`src/rtl/cfg_tap_pkg.sv`:
```
`timescale 1ns/1ps
package cfg_tap_pkg;

  localparam int IR_W = 4;
  localparam int DR_W = 32;

  typedef enum logic [3:0] {
    TS_EX2_DR = 4'h0, TS_EX1_DR = 4'h1, TS_SHF_DR = 4'h2, TS_PAU_DR = 4'h3,
    TS_SEL_IR = 4'h4, TS_UPD_DR = 4'h5, TS_CAP_DR = 4'h6, TS_SEL_DR = 4'h7,
    TS_EX2_IR = 4'h8, TS_EX1_IR = 4'h9, TS_SHF_IR = 4'hA, TS_PAU_IR = 4'hB,
    TS_RTI    = 4'hC, TS_UPD_IR = 4'hD, TS_CAP_IR = 4'hE, TS_TLR    = 4'hF
  } tap_state_e;

  typedef logic [IR_W-1:0] ir_code_t;

  localparam ir_code_t OP_DRIVE   = 4'h0;
  localparam ir_code_t OP_SAMPLE  = 4'h1;
  localparam ir_code_t OP_IDENT   = 4'h2;
  localparam ir_code_t OP_CFG_WR  = 4'h4;
  localparam ir_code_t OP_CFG_RD  = 4'h5;
  localparam ir_code_t OP_CFG_SV  = 4'h6;
  localparam ir_code_t OP_CFG_RS  = 4'h7;
  localparam ir_code_t OP_CLAMP   = 4'h8;
  localparam ir_code_t OP_FLOAT   = 4'h9;
  localparam ir_code_t IR_CAPTURE = 4'b0001;

  typedef enum logic [1:0] {
    PATH_BYP  = 2'd0,
    PATH_BSR  = 2'd1,
    PATH_WIDE = 2'd2
  } dr_path_e;

  typedef struct packed {
    dr_path_e path;
    logic     cap_id;
    logic     cap_bank;
    logic     wr_bank;
    logic     save_req;
    logic     restore_req;
    logic     clamp;
    logic     highz;
    logic     ext;
  } ir_dec_t;

  function automatic ir_dec_t decode_ir(input ir_code_t c);
    ir_dec_t d;
    d      = '0;
    d.path = PATH_BYP;
    case (c)
      OP_DRIVE:  begin d.path = PATH_BSR;  d.ext = 1'b1;      end
      OP_SAMPLE: begin d.path = PATH_BSR;                     end
      OP_IDENT:  begin d.path = PATH_WIDE; d.cap_id = 1'b1;   end
      OP_CFG_WR: begin d.path = PATH_WIDE; d.wr_bank = 1'b1;  end
      OP_CFG_RD: begin d.path = PATH_WIDE; d.cap_bank = 1'b1; end
      OP_CFG_SV: d.save_req    = 1'b1;
      OP_CFG_RS: d.restore_req = 1'b1;
      OP_CLAMP:  d.clamp       = 1'b1;
      OP_FLOAT:  d.highz       = 1'b1;
      default:   ;
    endcase
    return d;
  endfunction

endpackage

```
`src/rtl/tap_fsm.sv`:
```
`timescale 1ns/1ps
module tap_fsm
  import cfg_tap_pkg::*;
(
  input  logic       tck,
  input  logic       trst_n,
  input  logic       tms,
  output tap_state_e state,
  output logic       rti_enter
);

  tap_state_e nxt;
  logic       was_rti;

  always_comb begin
    case (state)
      TS_TLR:    nxt = tms ? TS_TLR    : TS_RTI;
      TS_RTI:    nxt = tms ? TS_SEL_DR : TS_RTI;
      TS_SEL_DR: nxt = tms ? TS_SEL_IR : TS_CAP_DR;
      TS_CAP_DR: nxt = tms ? TS_EX1_DR : TS_SHF_DR;
      TS_SHF_DR: nxt = tms ? TS_EX1_DR : TS_SHF_DR;
      TS_EX1_DR: nxt = tms ? TS_UPD_DR : TS_PAU_DR;
      TS_PAU_DR: nxt = tms ? TS_EX2_DR : TS_PAU_DR;
      TS_EX2_DR: nxt = tms ? TS_UPD_DR : TS_SHF_DR;
      TS_UPD_DR: nxt = tms ? TS_SEL_DR : TS_RTI;
      TS_SEL_IR: nxt = tms ? TS_TLR    : TS_CAP_IR;
      TS_CAP_IR: nxt = tms ? TS_EX1_IR : TS_SHF_IR;
      TS_SHF_IR: nxt = tms ? TS_EX1_IR : TS_SHF_IR;
      TS_EX1_IR: nxt = tms ? TS_UPD_IR : TS_PAU_IR;
      TS_PAU_IR: nxt = tms ? TS_EX2_IR : TS_PAU_IR;
      TS_EX2_IR: nxt = tms ? TS_UPD_IR : TS_SHF_IR;
      TS_UPD_IR: nxt = tms ? TS_SEL_DR : TS_RTI;
      default:   nxt = TS_TLR;
    endcase
  end

  always_ff @(posedge tck or negedge trst_n) begin
    if (!trst_n) begin
      state   <= TS_TLR;
      was_rti <= 1'b0;
    end else begin
      state   <= nxt;
      was_rti <= (state == TS_RTI);
    end
  end

  assign rti_enter = (state == TS_RTI) && !was_rti;

  // run-length of TMS-high edges, saturating at five
  logic [2:0] hi_run;
  always_ff @(posedge tck or negedge trst_n) begin
    if (!trst_n)       hi_run <= 3'd0;
    else if (!tms)     hi_run <= 3'd0;
    else if (hi_run != 3'd5) hi_run <= hi_run + 3'd1;
  end

  AST_FIVE_HIGH_RESETS: assert property (@(posedge tck) disable iff (!trst_n)
    (hi_run == 3'd5) |-> (state == TS_TLR));

endmodule

```
`src/rtl/tap_ir.sv`:
```
`timescale 1ns/1ps
module tap_ir
  import cfg_tap_pkg::*;
(
  input  logic       tck,
  input  logic       trst_n,
  input  tap_state_e state,
  input  logic       tdi,
  output ir_code_t   ir_q,
  output logic       ir_so
);

  ir_code_t ir_sh;

  always_ff @(posedge tck or negedge trst_n) begin
    if (!trst_n) begin
      ir_sh <= IR_CAPTURE;
    end else if (state == TS_CAP_IR) begin
      ir_sh <= IR_CAPTURE;
    end else if (state == TS_SHF_IR) begin
      ir_sh <= {tdi, ir_sh[IR_W-1:1]};
    end
  end

  always_ff @(posedge tck or negedge trst_n) begin
    if (!trst_n)                 ir_q <= OP_IDENT;
    else if (state == TS_TLR)    ir_q <= OP_IDENT;
    else if (state == TS_UPD_IR) ir_q <= ir_sh;
  end

  assign ir_so = ir_sh[0];

  AST_IR_HELD: assert property (@(posedge tck) disable iff (!trst_n)
    (state != TS_UPD_IR && state != TS_TLR) |=> $stable(ir_q));

  AST_IR_RESET_IDENT: assert property (@(posedge tck) disable iff (!trst_n)
    (state == TS_TLR) |=> (ir_q == OP_IDENT));

endmodule

```
`src/rtl/tap_dr.sv`:
```
`timescale 1ns/1ps
module tap_dr
  import cfg_tap_pkg::*;
#(
  parameter logic [DR_W-1:0] ID_VALUE  = 32'h0000_0001,
  parameter logic [DR_W-1:0] CFG_RESET = 32'h0000_0000
) (
  input  logic            tck,
  input  logic            trst_n,
  input  tap_state_e      state,
  input  logic            tdi,
  input  dr_path_e        path,
  input  logic            cap_id,
  input  logic            cap_bank,
  input  logic            wr_bank,
  input  logic            bsr_so,
  output logic            dr_so,
  output logic [DR_W-1:0] bank,
  output logic            bsr_capture,
  output logic            bsr_shift,
  output logic            bsr_update
);

  logic            byp_q;
  logic [DR_W-1:0] wide_sr;
  logic            in_cap, in_shf, in_upd;

  assign in_cap = (state == TS_CAP_DR);
  assign in_shf = (state == TS_SHF_DR);
  assign in_upd = (state == TS_UPD_DR);

  always_ff @(posedge tck or negedge trst_n) begin
    if (!trst_n) begin
      byp_q <= 1'b0;
    end else if (path == PATH_BYP) begin
      if (in_cap)      byp_q <= 1'b0;
      else if (in_shf) byp_q <= tdi;
    end
  end

  // one register serves both the identification word and the bank path
  always_ff @(posedge tck or negedge trst_n) begin
    if (!trst_n) begin
      wide_sr <= '0;
    end else if (path == PATH_WIDE) begin
      if (in_cap) begin
        if (cap_id)        wide_sr <= ID_VALUE;
        else if (cap_bank) wide_sr <= bank;
      end else if (in_shf) begin
        wide_sr <= {tdi, wide_sr[DR_W-1:1]};
      end
    end
  end

  always_ff @(posedge tck or negedge trst_n) begin
    if (!trst_n)               bank <= CFG_RESET;
    else if (in_upd && wr_bank) bank <= wide_sr;
  end

  always_comb begin
    case (path)
      PATH_BSR:  dr_so = bsr_so;
      PATH_WIDE: dr_so = wide_sr[0];
      default:   dr_so = byp_q;
    endcase
  end

  assign bsr_capture = in_cap && (path == PATH_BSR);
  assign bsr_shift   = in_shf && (path == PATH_BSR);
  assign bsr_update  = in_upd && (path == PATH_BSR);

  AST_BYPASS_ZERO: assert property (@(posedge tck) disable iff (!trst_n)
    (in_cap && path == PATH_BYP) |=> (byp_q == 1'b0));

  AST_BANK_WRITE_ONLY: assert property (@(posedge tck) disable iff (!trst_n)
    !(in_upd && wr_bank) |=> $stable(bank));

  AST_BANK_READ_CAPTURE: assert property (@(posedge tck) disable iff (!trst_n)
    (in_cap && path == PATH_WIDE && cap_bank) |=> (wide_sr == $past(bank)));

endmodule

```
`src/rtl/cfg_tap_top.sv`:
```
`timescale 1ns/1ps
module cfg_tap_top
  import cfg_tap_pkg::*;
#(
  parameter logic [3:0]  ID_VERSION = 4'h0,
  parameter logic [15:0] ID_PART    = 16'h03A6,
  parameter logic [10:0] ID_MFR     = 11'h033,
  parameter logic [31:0] CFG_RESET  = 32'h0000_0000
) (
  input  logic        tck,
  input  logic        trst_n,
  input  logic        tms,
  input  logic        tdi,
  output logic        tdo,
  output logic        tdo_oe,
  input  logic        bsr_so,
  output logic        bsr_capture,
  output logic        bsr_shift,
  output logic        bsr_update,
  output logic        ext_test,
  output logic        clamp_en,
  output logic        highz_en,
  output logic [31:0] cfg_bank,
  output logic        save_strobe,
  output logic        restore_strobe
);

  localparam logic [DR_W-1:0] ID_VALUE = {ID_VERSION, ID_PART, ID_MFR, 1'b1};

  tap_state_e state;
  logic       rti_enter;
  ir_code_t   ir_q;
  logic       ir_so;
  ir_dec_t    dec;
  logic       dr_so;

  tap_fsm fsm_i (
    .tck       (tck),
    .trst_n    (trst_n),
    .tms       (tms),
    .state     (state),
    .rti_enter (rti_enter)
  );

  tap_ir ir_i (
    .tck    (tck),
    .trst_n (trst_n),
    .state  (state),
    .tdi    (tdi),
    .ir_q   (ir_q),
    .ir_so  (ir_so)
  );

  assign dec = decode_ir(ir_q);

  tap_dr #(
    .ID_VALUE  (ID_VALUE),
    .CFG_RESET (CFG_RESET)
  ) dr_i (
    .tck         (tck),
    .trst_n      (trst_n),
    .state       (state),
    .tdi         (tdi),
    .path        (dec.path),
    .cap_id      (dec.cap_id),
    .cap_bank    (dec.cap_bank),
    .wr_bank     (dec.wr_bank),
    .bsr_so      (bsr_so),
    .dr_so       (dr_so),
    .bank        (cfg_bank),
    .bsr_capture (bsr_capture),
    .bsr_shift   (bsr_shift),
    .bsr_update  (bsr_update)
  );

  logic in_shf_ir, in_shf_dr;
  assign in_shf_ir = (state == TS_SHF_IR);
  assign in_shf_dr = (state == TS_SHF_DR);

  always_ff @(negedge tck or negedge trst_n) begin
    if (!trst_n) begin
      tdo    <= 1'b0;
      tdo_oe <= 1'b0;
    end else begin
      tdo_oe <= in_shf_ir || in_shf_dr;
      tdo    <= in_shf_ir ? ir_so : dr_so;
    end
  end

  assign save_strobe    = rti_enter && dec.save_req;
  assign restore_strobe = rti_enter && dec.restore_req;
  assign ext_test       = dec.ext;
  assign clamp_en       = dec.clamp;
  assign highz_en       = dec.highz;

  AST_OE_TRACKS_SHIFT: assert property (@(posedge tck) disable iff (!trst_n)
    tdo_oe == (in_shf_ir || in_shf_dr));

  AST_STROBE_ONE_CYCLE: assert property (@(posedge tck) disable iff (!trst_n)
    (save_strobe || restore_strobe) |=> !(save_strobe || restore_strobe));

  AST_MODE_EXCLUSIVE: assert property (@(posedge tck) disable iff (!trst_n)
    $onehot0({ext_test, clamp_en, highz_en}));

endmodule

```
`config.mk`:
```
export PLATFORM = sky130hd
export DESIGN_NAME = cfg_tap_top
export DESIGN_NICKNAME = d
export VERILOG_FILES = /design/src/rtl/cfg_tap_pkg.sv /design/src/rtl/tap_fsm.sv /design/src/rtl/tap_ir.sv /design/src/rtl/tap_dr.sv /design/src/rtl/cfg_tap_top.sv
export SDC_FILE = /design/constraint.sdc
export NUM_CORES = 1
export LEC_CHECK = 0
export ABC_AREA = 1
export ABC_CLOCK_PERIOD_IN_PS = 5600
export BUFFER_PORTS_ARGS = -buffer_cell sky130_fd_sc_hd__buf_4
export CAP_MARGIN = 20
export CORE_ASPECT_RATIO = 1.2
export CORE_MARGIN = 2
export CORE_UTILIZATION = 35
export CTS_CLUSTER_DIAMETER = 80
export DETAILED_ROUTE_END_ITERATION = 8
export SETUP_SLACK_MARGIN = 0.5
export SYNTH_ARGS = -nofsm -noshare
export SYNTH_HDL_FRONTEND = slang
export SYNTH_SLANG_ARGS = --single-unit
```
`constraint.sdc`:
```
create_clock -name tck -period 5.6 [get_ports tck]
set_input_delay 0 -clock tck [delete_from_list [all_inputs] [get_ports tck]]
set_output_delay 0 -clock tck [all_outputs]
set_load 0.02 [all_outputs]
```
# ---- After elaboration in Yosys (flattened, before gate mapping)
# Cells that the tools add are included.
dict set report word_totals {
  word_cells 91
  ff_bits 80
}
dict set report classes {
  n_mux 34
  reduce_logical 22
  eq_ne 26
}
# cell n
set ops {}
lappend ops {{$mux W32} 4}
lappend ops {{$pmux W4 S12} 1}
lappend ops {{$eq A4 B4 Y1 const B} 10}
lappend ops {{$eq A4 B3 Y1 const B} 8}
lappend ops {{$mux W4} 5}
lappend ops {{$eq A4 B2 Y1 const B} 3}
lappend ops {{$mux W1} 12}
lappend ops {{$mux W2} 6}
lappend ops {{$mux W3} 4}
lappend ops {{$eq A4 B1 Y1 const B} 2}
lappend ops {{$logic_not A4 Y1} 2}
lappend ops {{$logic_and A1 B1 Y1} 7}
lappend ops {{$reduce_bool A2 Y1} 3}
lappend ops {{$reduce_or A2 Y1} 3}
lappend ops {{$reduce_or A3 Y1} 2}
lappend ops {{$pmux W2 S2} 1}
lappend ops {{$ne A3 B1 Y1 const B} 1}
lappend ops {{$reduce_and A3 Y1} 1}
lappend ops {{$eq A2 B1 Y1 const B} 1}
lappend ops {{$eq A2 B2 Y1 const B} 1}
lappend ops {{$logic_not A2 Y1} 1}
lappend ops {{$pmux W1 S2} 1}
lappend ops {{$reduce_and A2 Y1} 1}
lappend ops {{$logic_not A1 Y1} 1}
lappend ops {{$logic_or A1 B1 Y1} 1}

# ---- Depth between registers and ports, before layout
dict set report logic_depth {
  depth_word 6
  ltp_mapped 12
  depth_no_buf 10
}

# ---- Modules after synthesis
# From an unflattened synthesis, not the netlist that was laid out.
dict set report hier_totals {
  hier_cells 575
  area_unflattened_um2 4177.8
}
# mod instances cells_per_inst seq_area_each_um2 area_each_um2
set modules_own_cells {}
lappend modules_own_cells {tap_dr 1 446 1626.6 3294.4}
lappend modules_own_cells {tap_ir 1 45 202.7 375.4}
lappend modules_own_cells {tap_fsm 1 50 130.1 321.6}
lappend modules_own_cells {cfg_tap_top 1 34 50.0 186.4}

==> metrics.md <==
| Metric | Value |
|---|---|
| Mean Syn Cell Area | `7.98 um2` |
| Synth Cell Area | `3970 um2` |
| Ys async rst share | `1.00` |
| Internal power | `1.36 mW` |
| Setup TNS | `0 ps` |
| Syn-to-layout area delta | `18.1%` |
| WL met2 | `4290 um` |
| Synth Warn # | `0` |
| Fin cells | `674` |
| Die H | `121 um` |
| Starting Density | `0.359` |
| Root Buffer | `clkbuf_16` |
| Status | `finished clean` |
| Via/cell ratio | `4.90` |
| Share of post-route cells with drive strength above 1 | `0.192` |
| Hold Crit Class | `in -> async` |
| Placed cells | `655` |
| Slew headroom | `0.400` |
| CTS sink count | `80` |
| Sw power | `0.869 mW` |
| Post-synthesis cell type count | `30` |
| Crit path max fanout | `3` |
| Sw frac | `0.391` |
| RSZ-0062 raised after global routing | `false` |
| Setup crit start kind | `register` |
| WS Path Type | `reg -> reg` |
| Largest cells by area after synthesis | `dfrtp_1 45%, nand2_1 15%, nand3_1 7.2%` |
| Core area | `11000 um2` |
| Post-detailed-route count of antenna-violating nets | `0` |
| Tot GR Track Use | `0.160` |
| Clock power frac | `0.285` |
| Vias after detailed routing | `3300` |
| Slew Limit Fails | `0` |
| Hpwl dp | `5510 um` |
| Die footprint | `12200 um2` |
| Vias in the first global route | `3192` |
| Final hold slack | `109 ps` |
| Max-cap violations | `0` |
| Global-route wire length before repair | `15300 um` |
| Final setup fails | `0` |
| Util after Layout | `0.424` |
| Final setup margin | `1110 ps` |
| DR iter-0 viols | `167` |
| Area leader, netlist | `dfrtp_1` |
| Worst-Margin Slew | `898 ps` |
| Largest net degree at the start of global routing | `65` |
| GP Congestion | `0.810` |
| Placement Setup Slack | `1100 ps` |
| P_leak | `2.30 nW` |
| WL/cell | `13.5 um` |
| Footprint of the multi-input gates | `1540 um2` |
| Highest Signal Layer | `met4` |
| Final non-filler cell area | `4680 um2` |
| Placed cell area | `4330 um2` |
| Most common cell in the netlist | `nand2_1` |
| Synth top cells by count | `157 x nand2_1, 72 x dfrtp_1, 62 x inv_1, 57 x nand3_1, 35 x o21ai_1` |
| Post-Syn Nets | `505` |
| Clock Skew | `8.89 ps` |
| M1 WL | `4180 um` |
| Maximum clock path buffer count | `2` |
| Yosys top cell area share | `0.454` |
| Row Count | `42` |
| Crit path required time | `2990 ps` |
| IO Count | `47` |
| WL met3 | `465 um` |
| Clock latency at the later pin of the worst-skew pair | `340 ps` |
| PnR Total Power | `2.22 mW` |
| Post-synth EDFFs | `0` |
| Grt total ovfl | `0` |
| Die width | `101 um` |
| Ant. Diodes | `0` |
| Hold Violations, Final | `0` |
| CTS tree | `built` |
| Logic pwr share | `0.350` |
| H-tree depth | `3` |
| Drt pass-1 iters | `5` |
| DRC errors left | `0` |
| Filler cell count | `1120` |
| Max rail drop VDD | `0.000237 V` |
| Clock Pin Slew Worst Setup and Hold Paths | `60 ps` |
| Seq/Total Area, Yosys | `0.507` |
| Top FF cell, synth | `dfrtp_1` |
| PwrDens | `475 nW/um2` |
| CP endpoint kind | `register` |
| Post-CTS setup buffers | `0` |
| CTS Buf Count | `9` |
| Nets@finish | `545` |
| Initial antenna violation count | `0` |
| Drt total wl | `9130 um` |
| Synth Register Bits | `80` |
| Seq. cell area | `2010 um2` |
| Worst Path Arrival | `1880 ps` |
| Sequential power share | `0.366` |
| Port buffer count | `46` |
| Mapped Cells | `497` |
critical path: stages (launching register included):
cell and delay [ps]:
dfrtp_1 400, nor2_1 200, inv_1 80, nor2_1 150, inv_1 90, ha_1 290, inv_1 80, o211ai_1 100
o211ai_1 90, nand2_1 60
cell type report:
class | instances | area share
flip-flops and latches | 80 | 0.429
multi-input cells | 327 | 0.328
repair buffers | 52 | 0.0850
inverters | 67 | 0.0537
clock buffers | 10 | 0.0510
well taps | 132 | 0.0353
clock inverters | 6 | 0.0176
registers in the layout, indices dropped and copies added, names as in the netlist:
signal	cells
ir_i.ir_sh	4
dr_i.wide_sr	32
fsm_i.was_rti	1
fsm_i.state	4
tdo	1
tdo_oe	1
dr_i.bank	32
ir_i.ir_q	4
dr_i.byp_q	1
path summary, 6_finish.rpt:
kind / from / end / slack [ps] / cells after the start
worst min-delay path: trst_n / dr_i.wide_sr[0] / 110 / 2
max in group asynchronous: trst_n / tdo / 2530 / 2
min in group tck: tdi / ir_i.ir_sh[3] / 440 / 4
worst min register to register: dr_i.wide_sr[22] / dr_i.wide_sr[22] / 480 / 2
worst max register to register: ir_i.ir_q[3] / tdo / 1110 / 9
worst max-delay path: ir_i.ir_q[3] / tdo / 1110 / 9
power by group through the flow:
| stage | logic, mW | clock network [mW] | registers (mW) |
|---|---|---|---|
| global route | 0.877 | 0.672 | 0.831 |
| global placement | 0.761 | 0 | 0.818 |
| floorplan | 0.591 | 0 | 0.818 |
| CTS | 0.782 | 0.648 | 0.813 |
| detailed placement | 0.775 | 0 | 0.821 |
| finish | 0.778 | 0.634 | 0.813 |
routing by layer:
layer,vias up,global-route usage
li1,1638,-
met5,-,0
met3,17,0.0370
met4,0,0.0633
met2,85,0.252
met1,1560,0.212
layout by cell type (no fill, tap or decap):
master and n:
nand2_1 157, dfrtp_1 72, nor2_4 2, clkinv_2 3, nand3_2 1, o21ai_0 8, nand2_2 13, bufinv_16 2
nor4_1 1, a21oi_1 1, clkinvlp_4 1, nand4_1 2, a2bb2oi_1 1, nand2_4 1, o22ai_1 4, nand3_1 57
nor2_2 2, o21ai_2 8, dlygate4sd3_1 3, o21ai_1 35, a22oi_1 1, dfstp_2 6, nand3_4 1, ha_1 3
buf_4 49, clkbuf_16 9, clkbuf_8 1, inv_2 5, nor2_1 24, dfrtn_1 2, inv_1 62, o211ai_1 2
nor3_1 3
cells by family after synthesis:
kind of cell / Yosys count / synth area share
adders and majority gates: 3 / 0.00947
buffers and inverters: 90 / 0.105
DFF: 80 / 0.507
AOI/OAI and AO/OA: 60 / 0.0874
and+or+nand+nor: 264 / 0.291
timing repair:
item                       CTS  global route
setup endpoints to repair    0             0
hold endpoints to repair    27             0
gates resized for setup      0             0
hold buffers                 3             0
Note: power is estimated with default switching activity, not from simulation.
